[src/rtl/fsr_pkg.sv]
package fsr_pkg;
  localparam int FLAG_W = 8;
  localparam int B_OSC  = 7;
  localparam int B_CP   = 6;
  localparam int B_OV   = 5;
  localparam int B_UV   = 4;
  localparam int B_OT   = 3;
  localparam int B_WSYS = 2;
  localparam int B_WMCU = 1;
  localparam int B_POR  = 0;
  localparam int N_TRIP = 4;
  typedef logic [FLAG_W-1:0] flag_vec_t;
  typedef logic [N_TRIP-1:0] trip_vec_t;
endpackage

[src/rtl/fsr_flag_bank.sv]
module fsr_flag_bank
  import fsr_pkg::*;
#(
  parameter flag_vec_t RST_VAL   = 8'h01,
  parameter flag_vec_t WARM_KEEP = 8'h05
) (
  input  logic      clk,
  input  logic      rst_n,
  input  logic      warm_rst_n,
  input  flag_vec_t set_vec,
  input  flag_vec_t clr_vec,
  output flag_vec_t flags
);
  for (genvar i = 0; i < FLAG_W; i++) begin : g_bit
    localparam bit KEEP = WARM_KEEP[i];
    logic warm_clr;
    assign warm_clr = !warm_rst_n && !KEEP;

    always_ff @(posedge clk or negedge rst_n) begin
      if (!rst_n)           flags[i] <= RST_VAL[i];
      else if (set_vec[i])  flags[i] <= 1'b1;
      else if (clr_vec[i])  flags[i] <= 1'b0;
      else if (warm_clr)    flags[i] <= 1'b0;
    end

    AST_SET_WINS: assert property (@(posedge clk) disable iff (!rst_n)
      set_vec[i] |=> flags[i]);
    AST_W1C_CLEARS: assert property (@(posedge clk) disable iff (!rst_n)
      (clr_vec[i] && !set_vec[i]) |=> !flags[i]);
    AST_FLAG_HOLDS: assert property (@(posedge clk) disable iff (!rst_n)
      (!set_vec[i] && !clr_vec[i] && warm_rst_n) |=> $stable(flags[i]));
  end
endmodule

[src/rtl/fsr_bus_decode.sv]
module fsr_bus_decode
  import fsr_pkg::*;
#(
  parameter int ADDR_W    = 4,
  parameter int STAT_ADDR = 0
) (
  input  logic              bus_sel,
  input  logic              bus_wr,
  input  logic [ADDR_W-1:0] bus_addr,
  input  flag_vec_t         bus_wdata,
  input  flag_vec_t         flags,
  output flag_vec_t         clr_vec,
  output flag_vec_t         bus_rdata
);
  localparam logic [ADDR_W-1:0] HIT_ADDR = ADDR_W'(STAT_ADDR);
  logic hit;
  assign hit       = bus_sel && (bus_addr == HIT_ADDR);
  assign clr_vec   = (hit && bus_wr) ? bus_wdata : '0;
  assign bus_rdata = (hit && !bus_wr) ? flags : '0;
endmodule

[src/rtl/fsr_shutdown_ctrl.sv]
module fsr_shutdown_ctrl
  import fsr_pkg::*;
(
  input  logic      clk,
  input  logic      rst_n,
  input  logic      ev_cp_err,
  input  logic      ev_ov,
  input  logic      ev_uv,
  input  logic      ev_ot,
  input  logic      ov_prot_en,
  input  logic      uv_prot_en,
  input  logic      drv_en_req,
  input  flag_vec_t flags,
  output logic      drv_en
);
  trip_vec_t trip_vec, cause_q, resp_flags;
  logic shut_q, trip_any, release_ok;

  assign trip_vec   = {ev_cp_err, ev_ov && ov_prot_en, ev_uv && uv_prot_en, ev_ot};
  assign resp_flags = {flags[B_CP], flags[B_OV], flags[B_UV], flags[B_OT]};
  assign trip_any   = |trip_vec;
  assign release_ok = shut_q && !(|(cause_q & resp_flags)) && !drv_en_req;

  always_ff @(posedge clk or negedge rst_n) begin
    if (!rst_n) begin
      shut_q  <= 1'b0;
      cause_q <= '0;
    end else if (trip_any) begin
      shut_q  <= 1'b1;
      cause_q <= cause_q | trip_vec;
    end else if (release_ok) begin
      shut_q  <= 1'b0;
      cause_q <= '0;
    end
  end

  assign drv_en = drv_en_req && !shut_q;

  AST_TRIP_FORCES_OFF: assert property (@(posedge clk) disable iff (!rst_n)
    trip_any |=> !drv_en);
  AST_SHUT_HELD: assert property (@(posedge clk) disable iff (!rst_n)
    (shut_q && (|(cause_q & resp_flags))) |=> shut_q);
  AST_SHUT_HELD_REQ: assert property (@(posedge clk) disable iff (!rst_n)
    (shut_q && drv_en_req) |=> !drv_en || $past(!shut_q));
  AST_UNPROT_OV_NO_TRIP: assert property (@(posedge clk) disable iff (!rst_n)
    (!shut_q && ev_ov && !ov_prot_en && !ev_cp_err && !ev_ot && !(ev_uv && uv_prot_en))
    |=> !shut_q);
endmodule

[src/rtl/fault_status_reg.sv]
module fault_status_reg
  import fsr_pkg::*;
#(
  parameter int        ADDR_W    = 4,
  parameter int        STAT_ADDR = 0,
  parameter flag_vec_t RST_VAL   = 8'h01,
  parameter flag_vec_t WARM_KEEP = 8'h05
) (
  input  logic              clk,
  input  logic              rst_n,
  input  logic              warm_rst_n,
  input  logic              ev_osc_fail,
  input  logic              ev_cp_err,
  input  logic              ev_ov,
  input  logic              ev_uv,
  input  logic              ev_ot,
  input  logic              ev_wdt_sys,
  input  logic              ev_wdt_mcu,
  input  logic              ev_por,
  input  logic              ov_prot_en,
  input  logic              uv_prot_en,
  input  logic              drv_en_req,
  input  logic              bus_sel,
  input  logic              bus_wr,
  input  logic [ADDR_W-1:0] bus_addr,
  input  logic [7:0]        bus_wdata,
  output logic [7:0]        bus_rdata,
  output logic              drv_en
);
  flag_vec_t set_vec, clr_vec, flags;

  assign set_vec = {ev_osc_fail, ev_cp_err, ev_ov, ev_uv,
                    ev_ot, ev_wdt_sys, ev_wdt_mcu, ev_por};

  fsr_flag_bank #(.RST_VAL(RST_VAL), .WARM_KEEP(WARM_KEEP)) u_bank (
    .clk(clk), .rst_n(rst_n), .warm_rst_n(warm_rst_n),
    .set_vec(set_vec), .clr_vec(clr_vec), .flags(flags)
  );

  fsr_bus_decode #(.ADDR_W(ADDR_W), .STAT_ADDR(STAT_ADDR)) u_bus (
    .bus_sel(bus_sel), .bus_wr(bus_wr), .bus_addr(bus_addr),
    .bus_wdata(bus_wdata), .flags(flags), .clr_vec(clr_vec),
    .bus_rdata(bus_rdata)
  );

  fsr_shutdown_ctrl u_shut (
    .clk(clk), .rst_n(rst_n), .ev_cp_err(ev_cp_err), .ev_ov(ev_ov),
    .ev_uv(ev_uv), .ev_ot(ev_ot), .ov_prot_en(ov_prot_en),
    .uv_prot_en(uv_prot_en), .drv_en_req(drv_en_req), .flags(flags),
    .drv_en(drv_en)
  );

  AST_OTHER_ADDR_ZERO: assert property (@(posedge clk) disable iff (!rst_n)
    (bus_sel && (bus_addr != ADDR_W'(STAT_ADDR))) |-> (bus_rdata == 8'h00));
  AST_READ_NO_EFFECT: assert property (@(posedge clk) disable iff (!rst_n)
    (bus_sel && !bus_wr && !(|set_vec) && warm_rst_n) |=> $stable(flags));
  AST_WARM_KEEPS: assert property (@(posedge clk) disable iff (!rst_n)
    (!warm_rst_n && flags[B_WSYS] && flags[B_POR]) |=> (flags[B_WSYS] && flags[B_POR]));
endmodule

[config.mk]
export PLATFORM = sky130hd
export DESIGN_NAME = fault_status_reg
export DESIGN_NICKNAME = d
export VERILOG_FILES = /design/src/rtl/fsr_pkg.sv /design/src/rtl/fsr_flag_bank.sv /design/src/rtl/fsr_bus_decode.sv /design/src/rtl/fsr_shutdown_ctrl.sv /design/src/rtl/fault_status_reg.sv
export SDC_FILE = /design/constraint.sdc
export NUM_CORES = 1
export LEC_CHECK = 0
export BUFFER_PORTS_ARGS = -buffer_cell sky130_fd_sc_hd__buf_2
export CAP_MARGIN = 20
export CORE_MARGIN = 10
export CORE_UTILIZATION = 41
export DETAILED_ROUTE_END_ITERATION = 7
export PLACE_DENSITY = 0.77
export SYNTH_ARGS = -nofsm -noshare
export SYNTH_HDL_FRONTEND = slang
export SYNTH_SLANG_ARGS = --single-unit
export TNS_END_PERCENT = 5
[constraint.sdc]
create_clock -name clk -period 2.51 [get_ports clk]
set_clock_uncertainty 0.05 [all_clocks]
set_input_delay 0.753 -clock clk [delete_from_list [all_inputs] [get_ports clk]]
set_output_delay 0.753 -clock clk [all_outputs]
set_load 0.02 [all_outputs]
; Yosys cells after proc, flatten, opt, wreduce, memory -nomap -nowiden
; Index checks and enable logic that the tools add are counted.
[op_classes]
eq_ne = 6
muxes = 23
bitwise = 2
n_reduce_logical = 18
[op_table]
columns = cell, n
row1 = two-way mux 1 bit, 19
row2 = "!= test 3 x 1 -> 1 bit, second input constant", 6
row3 = two-way mux 8 bit, 2
row4 = logical AND 1 bit, 8
row5 = two-way mux 4 bit, 2
row6 = OR reduction 4 bit, 2
row7 = nonzero test 2 bit, 3
row8 = AND 4 bit, 1
row9 = zero test 1 bit, 4
row10 = zero test 4 bit, 1
row11 = bitwise OR 4 bit, 1
[word_totals]
register_bits = 13
inputBits = 28
out_inout_bits = 9
elab_cells = 59

; Logic depth before layout (Yosys ltp)
; Gate-level depths: netlist of the first run.
[logic_depth]
depth_word = 7
depth_mapped = 3
ltp_nobuf = 3

; By module
; A second synthesis of the first run with hierarchy kept.
[hier_totals]
hier_cells = 76
area_unflattened_um2 = 740.7
[modules_own_cells]
columns = module, instances, cells_each, area_per_inst_um2, seq_area_each_um2
row1 = fsr_flag_bank, 1, 24, 304.0, 201.4
row2 = fsr_bus_decode, 1, 31, 220.2, 0.0
row3 = fsr_shutdown_ctrl, 1, 21, 216.5, 125.1

; Least setup slack after synthesis of the first run
; No wires, ideal clock.
[synth_path]
kind = input-to-output
from = input port bus_addr[2]
to = output port bus_rdata[0]
arrival_time_ns = 1.736
t_required_ns = 1.707
setup_slack_ns = -0.029
cell_stages = 3
n_path_buf = 0
cell_sequence = nor4b_4 > nor3b_4 > and2_1
[synth_via]
elab_chain_len = 4
[synth_rtl]
columns = element, line_no
row1 = "start, declared", fault_status_reg.sv:25  ; input logic [ADDR_W-1:0] bus_addr,
row2 = zero test 4 bit, fsr_bus_decode.sv:17  ; assign hit = bus_sel && (bus_addr == HIT_ADDR);
row3 = logical AND 1 bit, fsr_bus_decode.sv:17
row4 = logical AND 1 bit, fsr_bus_decode.sv:19  ; assign bus_rdata = (hit && !bus_wr) ? flags : '0;
row5 = two-way mux 8 bit, fsr_bus_decode.sv:19
row6 = "end, declared", fault_status_reg.sv:27  ; output logic [7:0] bus_rdata,
; No other way between the ends.

; Worst setup path in the final report of the first run
[layout_path]
from = input port bus_addr[2]
to = output port bus_rdata[6]
; The elaborated chain is that of the path after synthesis.

==> metrics.md, run 1 <==
| Metric | Value |
|---|---|
| Io pins | `37` |
| Startpoint class of the critical path | `input port` |
| Final min period | `2.61 ns` |
| DR pass1 iterations | `4` |
| Wirelength, routed | `1900 microns` |
| CP required | `1.71 ns` |
| Die Ht | `59.9 microns` |
| EDFF count, synth | `0` |
| Unique masters post-synth | `18` |
| Count leader, synth | `dfrtp_1` |
| Placed Area | `863 sq um` |
| Fin util | `63.0%` |
| Vias | `614` |
| Worst-Margin Slew | `0.381 ns` |
| Seq/Total Area, Yosys | `50.1%` |
| RSZ-0062 raised after global routing | `true` |
| Post-Place Cells | `109` |
| GRT Util Overall | `11.4%` |
| Number of global-route vias before repair | `653` |
| Final Cycle Share | `104%` |
| CTS Buf Count | `3` |
| Hold-fix buffers at CTS | `0` |
| Fillers | `131` |
| CTS root buf | `clkbuf_4` |
| Antenna violations before repair | `0` |
| Cell Pwr Density | `435 mW/mm^2` |
| Register Area | `327 sq um` |
| Worst slack, placed | `-0.145 ns` |
| MaxCap Viol Count | `0` |
| Initial Utilization | `43.3%` |
| Slew margin rel. | `74.6%` |
| Die width | `59.9 microns` |
| Grt total ovfl | `0` |
| CP arrival | `1.80 ns` |
| VDD IR max | `0.000370 V` |
| Vias/cell | `5.43` |
| CTS tree | `done` |
| Worst-path clk slew | `0.08 ns` |
| Pin count of the biggest net entering global routing | `14` |
| Setup slack after layout | `-0.0962 ns` |
| Flops & latches, synth | `13` |
| Layout Cells excl Fill | `113` |
| Critical path class | `in -> out` |
| Die area | `0.00359 sq mm` |
| Worst r2r src | `u_shut.cause_q[2]` |
| Fin area | `948 sq um` |
| ANT nets after route | `0` |
| Post-Syn Nets | `84` |
| Fin. Hold Viols | `0` |
| Hpwl dp | `1520 microns` |
| Final GP Congestion | `0.746` |
| Ant diodes | `0` |
| Multi-input logic area | `322 sq um` |
| # rows | `14` |
| Hold Slack | `0.300 ns` |
| CP startpoint | `bus_addr[2]` |
| IO Port Bufs | `36` |
| Mean Syn Cell Area | `11.6 sq um` |
| Post-CTS Repair Setup Buffers | `0` |
| Core area | `0.00151 sq mm` |
| Post-synth top area cell | `dfrtp_1` |
| Crit path max fanout | `8` |
| Post-synthesis cell count | `56` |
| Status | `complete, but fails checks` |
| Clk_lat worst skew | `0.27 ns` |
| Leak Pwr | `0.424 nW` |
| Maximum root-to-sink buffer count | `2` |
| Most area-consuming cells after synthesis | `dfrtp_1, nand4b_1, a31o_2, and2_1, a21oi_1` |
| Post-synthesis async set-or-reset flop share | `100%` |
| Share of cells above drive strength 1 | `53.6%` |
| Final Max Slew Viols | `0` |
| Primary FF master, synth | `dfrtp_1` |
| DRC marker count from the first detailed-route iteration | `17` |
| Total negative slack | `-0.732 ns` |
| Final setup fails | `8` |
| H-tree depth | `1` |
| Final Net Count | `126` |
| First-pass GRT wire length | `3110 microns` |
| Top cell type's share of synthesized area | `46.1%` |
| Synth warnings | `0` |
| Worst min path class | `in -> async` |
| Top cells by count, synth | `dfrtp_1, and2_1, nand4b_1, a21oi_1, a31o_2` |
| Design Power | `412 uW` |
| Sinks on the clock net | `13` |
| Failing checks | `setup timing` |
| Element type at the critical path end | `primary output` |
| Syn-to-layout area delta | `45.5%` |
| Peak Freq | `384 MHz` |
| Wire per inst | `16.8 microns` |
| Residual DRC | `0` |
| Synth Cell Area | `652 sq um` |
-- worst paths after layout --
path,slack [ns],depth (start not counted),to
setup reg to reg,1.14,3,u_shut.shut_q
max in group asynchronous,1.83,1,u_bank.flags[0]
hold / removal,0.30,1,u_shut.cause_q[0]
setup / recovery,-0.1,5,bus_rdata[6]
hold reg to reg,0.44,1,u_bank.flags[2]
min in group clk,0.44,1,u_bank.flags[2]
-- cell type report --
class / instances / share of cell area [%]
Sequential cell: 13 / 34.4
Multi-Input combinational cell: 41 / 33.9
Timing Repair Buffer: 38 / 26.4
Clock buffer: 4 / 2.77
Tap cell: 16 / 2.11
Inverter: 1 / 0.396
-- report_power, final --
part           internal, mW  switching (mW)
registers             0.217         0.00465
clock network        0.0616          0.0707
logic                0.0325          0.0265
-- sequential cells by signal, indices dropped and copies added (netlist names) --
signal and count:
u_bank.flags 8, u_shut.cause_q 4, u_shut.shut_q 1
-- critical path, cell delays in order --
cell,delay (ns)
buf_6,0.10
nor4b_4,0.28
nor3b_4,0.36
and2_1,0.20
buf_6,0.12
-- metal layers --
layer | track usage (%) | part of all wire (%) | vias to the layer above
met5 | 0 | 0 | -
met2 | 20.4 | 56 | 13
met4 | 4.81 | 1.4 | 0
met3 | 4.24 | 6.5 | 2
met1 | 11.3 | 36 | 297
li1 | - | - | 302
-- kinds of logic after synthesis --
family	Yosys count	share of synthesized area, %
simple gates	23	29.2
compound gates	18	19.4
flops	13	50.1
buf+inv	2	1.34
-- cells in the final DEF, fill, tap and decap left out, drive strengths merged --
cell,synthesis,routed
a222oi,1,1
nor3b,1,1
nor2,2,2
clkbuf,0,4
o21ai,1,1
nand4b,8,8
and2,8,8
a21o,2,2
nor4b,1,1
buf,1,38
a21oi,7,7
a211o,1,1
dfrtp,12,12
dfstp,1,1
nand2,1,1
a31o,6,6
and4b,1,1
inv,1,1
nor2b,1,1
-- repair_timing --
item	4_1_cts	5_1_grt
pin swaps	6	5
setup endpoints to repair	8	8
gates cloned	0	0
resized for setup	16	2
No activity file was read; power rests on OpenSTA's default activity.
==> run 2: changes to the inputs <==
- RECOVER_POWER: unset -> 100
==> run 2 against run 1 <==
- the flow still finishes with violations (setup timing)
- combinational power hardly changed
- flip-flop and latch count stayed put
- final cell count stayed put
- fmax stayed put
- hold slack better by 0.14 ns
- final area is 0.13% lower
- critical path depth stayed put
- largest cell class unchanged
==> metrics.md, run 2 (synthesized netlist as in run 1, its figures left out) <==
| Metric | Value |
|---|---|
| # rows | `14 (unchanged)` |
| IO Port Bufs | `36 (unchanged)` |
| Slew margin rel. | `53.3% (-21 points)` |
| MaxCap Viol Count | `0 (unchanged)` |
| Initial Utilization | `43.3% (unchanged)` |
| Worst-path clk slew | `0.08 ns (about the same)` |
| WL met1 | `691 microns (-0.43%)` |
| Final Cycle Share | `104% (unchanged)` |
| ANT nets after route | `0 (unchanged)` |
| RSZ-0062 raised after global routing | `true` |
| Crit path max fanout | `8 (unchanged)` |
| CP arrival | `1.80 ns (about the same)` |
| Design Power | `412 uW (about the same)` |
| Pin count of the biggest net entering global routing | `14 (unchanged)` |
| Final setup fails | `8 (unchanged)` |
| Vias/cell | `5.44 (+0.16%)` |
| Layout Cells excl Fill | `113 (unchanged)` |
| Final Net Count | `126 (unchanged)` |
| Failing checks | `setup timing` |
| Worst reg-to-reg path cell count | `3 (unchanged)` |
| DR pass1 iterations | `4 (unchanged)` |
| CTS tree | `done` |
| Die Ht | `59.9 microns (unchanged)` |
| Top sig layer | `met4` |
| Met3 wire length | `123 microns (unchanged)` |
| Die area | `0.00359 sq mm (unchanged)` |
| Max FFs per register | `8 (unchanged)` |
| Leak Pwr | `0.421 nW (-0.65%)` |
| Worst-Margin Slew | `0.700 ns (+0.319 ns)` |
| Share of cells above drive strength 1 | `52.6% (-1.0 points)` |
| Io pins | `37 (unchanged)` |
| Fin. Hold Viols | `0 (unchanged)` |
| Most common cell after layout, fill and taps aside | `buf_2` |
| Vias | `615 (+0.16%)` |
| Worst min path class | `in -> async` |
| Number of global-route vias before repair | `653 (unchanged)` |
| Worst slack, placed | `-0.145 ns (unchanged)` |
| Fin area | `947 sq um (-0.13%)` |
| VDD IR max | `0.000370 V (about the same)` |
| Hold-fix buffers at CTS | `0 (unchanged)` |
| DRC marker count from the first detailed-route iteration | `17 (unchanged)` |
| Wire length on met2 | `1060 microns (about the same)` |
| GRT Util Overall | `11.4% (unchanged)` |
| Grt total ovfl | `0 (unchanged)` |
| Post-Place Cells | `109 (unchanged)` |
| CTS Buf Count | `3 (unchanged)` |
| Wire per inst | `16.8 microns (-0.11%)` |
| Final GP Congestion | `0.746 (unchanged)` |
| Final min period | `2.61 ns (unchanged)` |
| Most frequent cells in the layout | `buf_2, dfrtp_1, nand4b_1, buf_6, a21oi_1` |
| Critical path class | `in -> out` |
| Largest Register | `u_bank.flags` |
| Element type at the critical path end | `primary output` |
| Peak Freq | `384 MHz (unchanged)` |
| Placed Area | `863 sq um (unchanged)` |
| Fillers | `132 (+0.76%)` |
| H-tree depth | `1 (unchanged)` |
| Largest regs | `u_bank.flags (8), u_shut.cause_q (4), u_shut.shut_q (1)` |
| Clk_lat worst skew | `0.27 ns (about the same)` |
| Hold Slack | `0.437 ns (+0.137 ns)` |
| First-pass GRT wire length | `3110 microns (unchanged)` |
| Residual DRC | `0 (unchanged)` |
| Wirelength, routed | `1900 microns (-0.11%)` |
| Die width | `59.9 microns (unchanged)` |
| Antenna violations before repair | `0 (unchanged)` |
| Post-CTS Repair Setup Buffers | `0 (unchanged)` |
| Setup slack after layout | `-0.0962 ns (unchanged)` |
| Status | `complete, but fails checks` |
| Cell Pwr Density | `435 mW/mm^2 (about the same)` |
| Ant diodes | `0 (unchanged)` |
| Sinks on the clock net | `13 (unchanged)` |
| Total negative slack | `-0.732 ns (unchanged)` |
| Maximum root-to-sink buffer count | `2 (unchanged)` |
| Syn-to-layout area delta | `45.3%` |
| Fin util | `62.9% (-0.083 points)` |
| CTS root buf | `clkbuf_4` |
| Startpoint class of the critical path | `input port` |
| CP required | `1.71 ns (about the same)` |
| Hpwl dp | `1520 microns (unchanged)` |
| Core area | `0.00151 sq mm (unchanged)` |
| Final Max Slew Viols | `0 (unchanged)` |
==> run 2: worst max-delay path: stages <==
cell	delay (ns)
buf_6	0.10
nor4b_4	0.28
nor3b_4	0.36
and2_1	0.20
buf_6	0.12
==> run 2: final timing paths <==
| kind | from | endpoint | slack [ns] |
|---|---|---|---|
| setup / recovery | bus_addr[2] | bus_rdata[6] | -0.1 |
| hold / removal | rst_n | u_shut.cause_q[2] | 0.44 |
| setup reg to reg | u_shut.cause_q[2] | u_shut.shut_q | 1.14 |
| hold reg to reg | u_bank.flags[2] | u_bank.flags[2] | 0.44 |
| max in group asynchronous | rst_n | u_bank.flags[2] | 1.53 |
| min in group clk | u_bank.flags[2] | u_bank.flags[2] | 0.44 |
==> run 2: final cells by class <==
| type | count | area, sq um | area share [%] |
|---|---|---|---|
| inverters | 1 | 3.75 | 0.396 |
| clock buffers | 4 | 26.3 | 2.77 |
| flip-flops and latches | 13 | 327 | 34.5 |
| multi-input cells | 41 | 322 | 33.9 |
| well taps | 16 | 20.0 | 2.11 |
| repair buffers | 38 | 249 | 26.3 |
==> run 2: power breakdown <==
group	switching, mW	total, mW	internal (mW)	leakage [nW]
Clock	0.0707	0.132	0.0616	0.0150
Sequential	0.00465	0.221	0.217	0.128
Combinational	0.0265	0.0587	0.0322	0.279
==> run 2: routing by layer <==
layer,global-route usage (%),vias to the layer above
li1,-,302
met1,11.3,298
met2,20.4,13
met3,4.24,2
met4,4.81,0
met5,0,-
==> run 2: repair_timing <==
item / 4_1_cts / 5_1_grt
endpoints found under the setup margin: 8 / 8
gates resized for setup: 16 / 2
pin swaps: 6 / 5
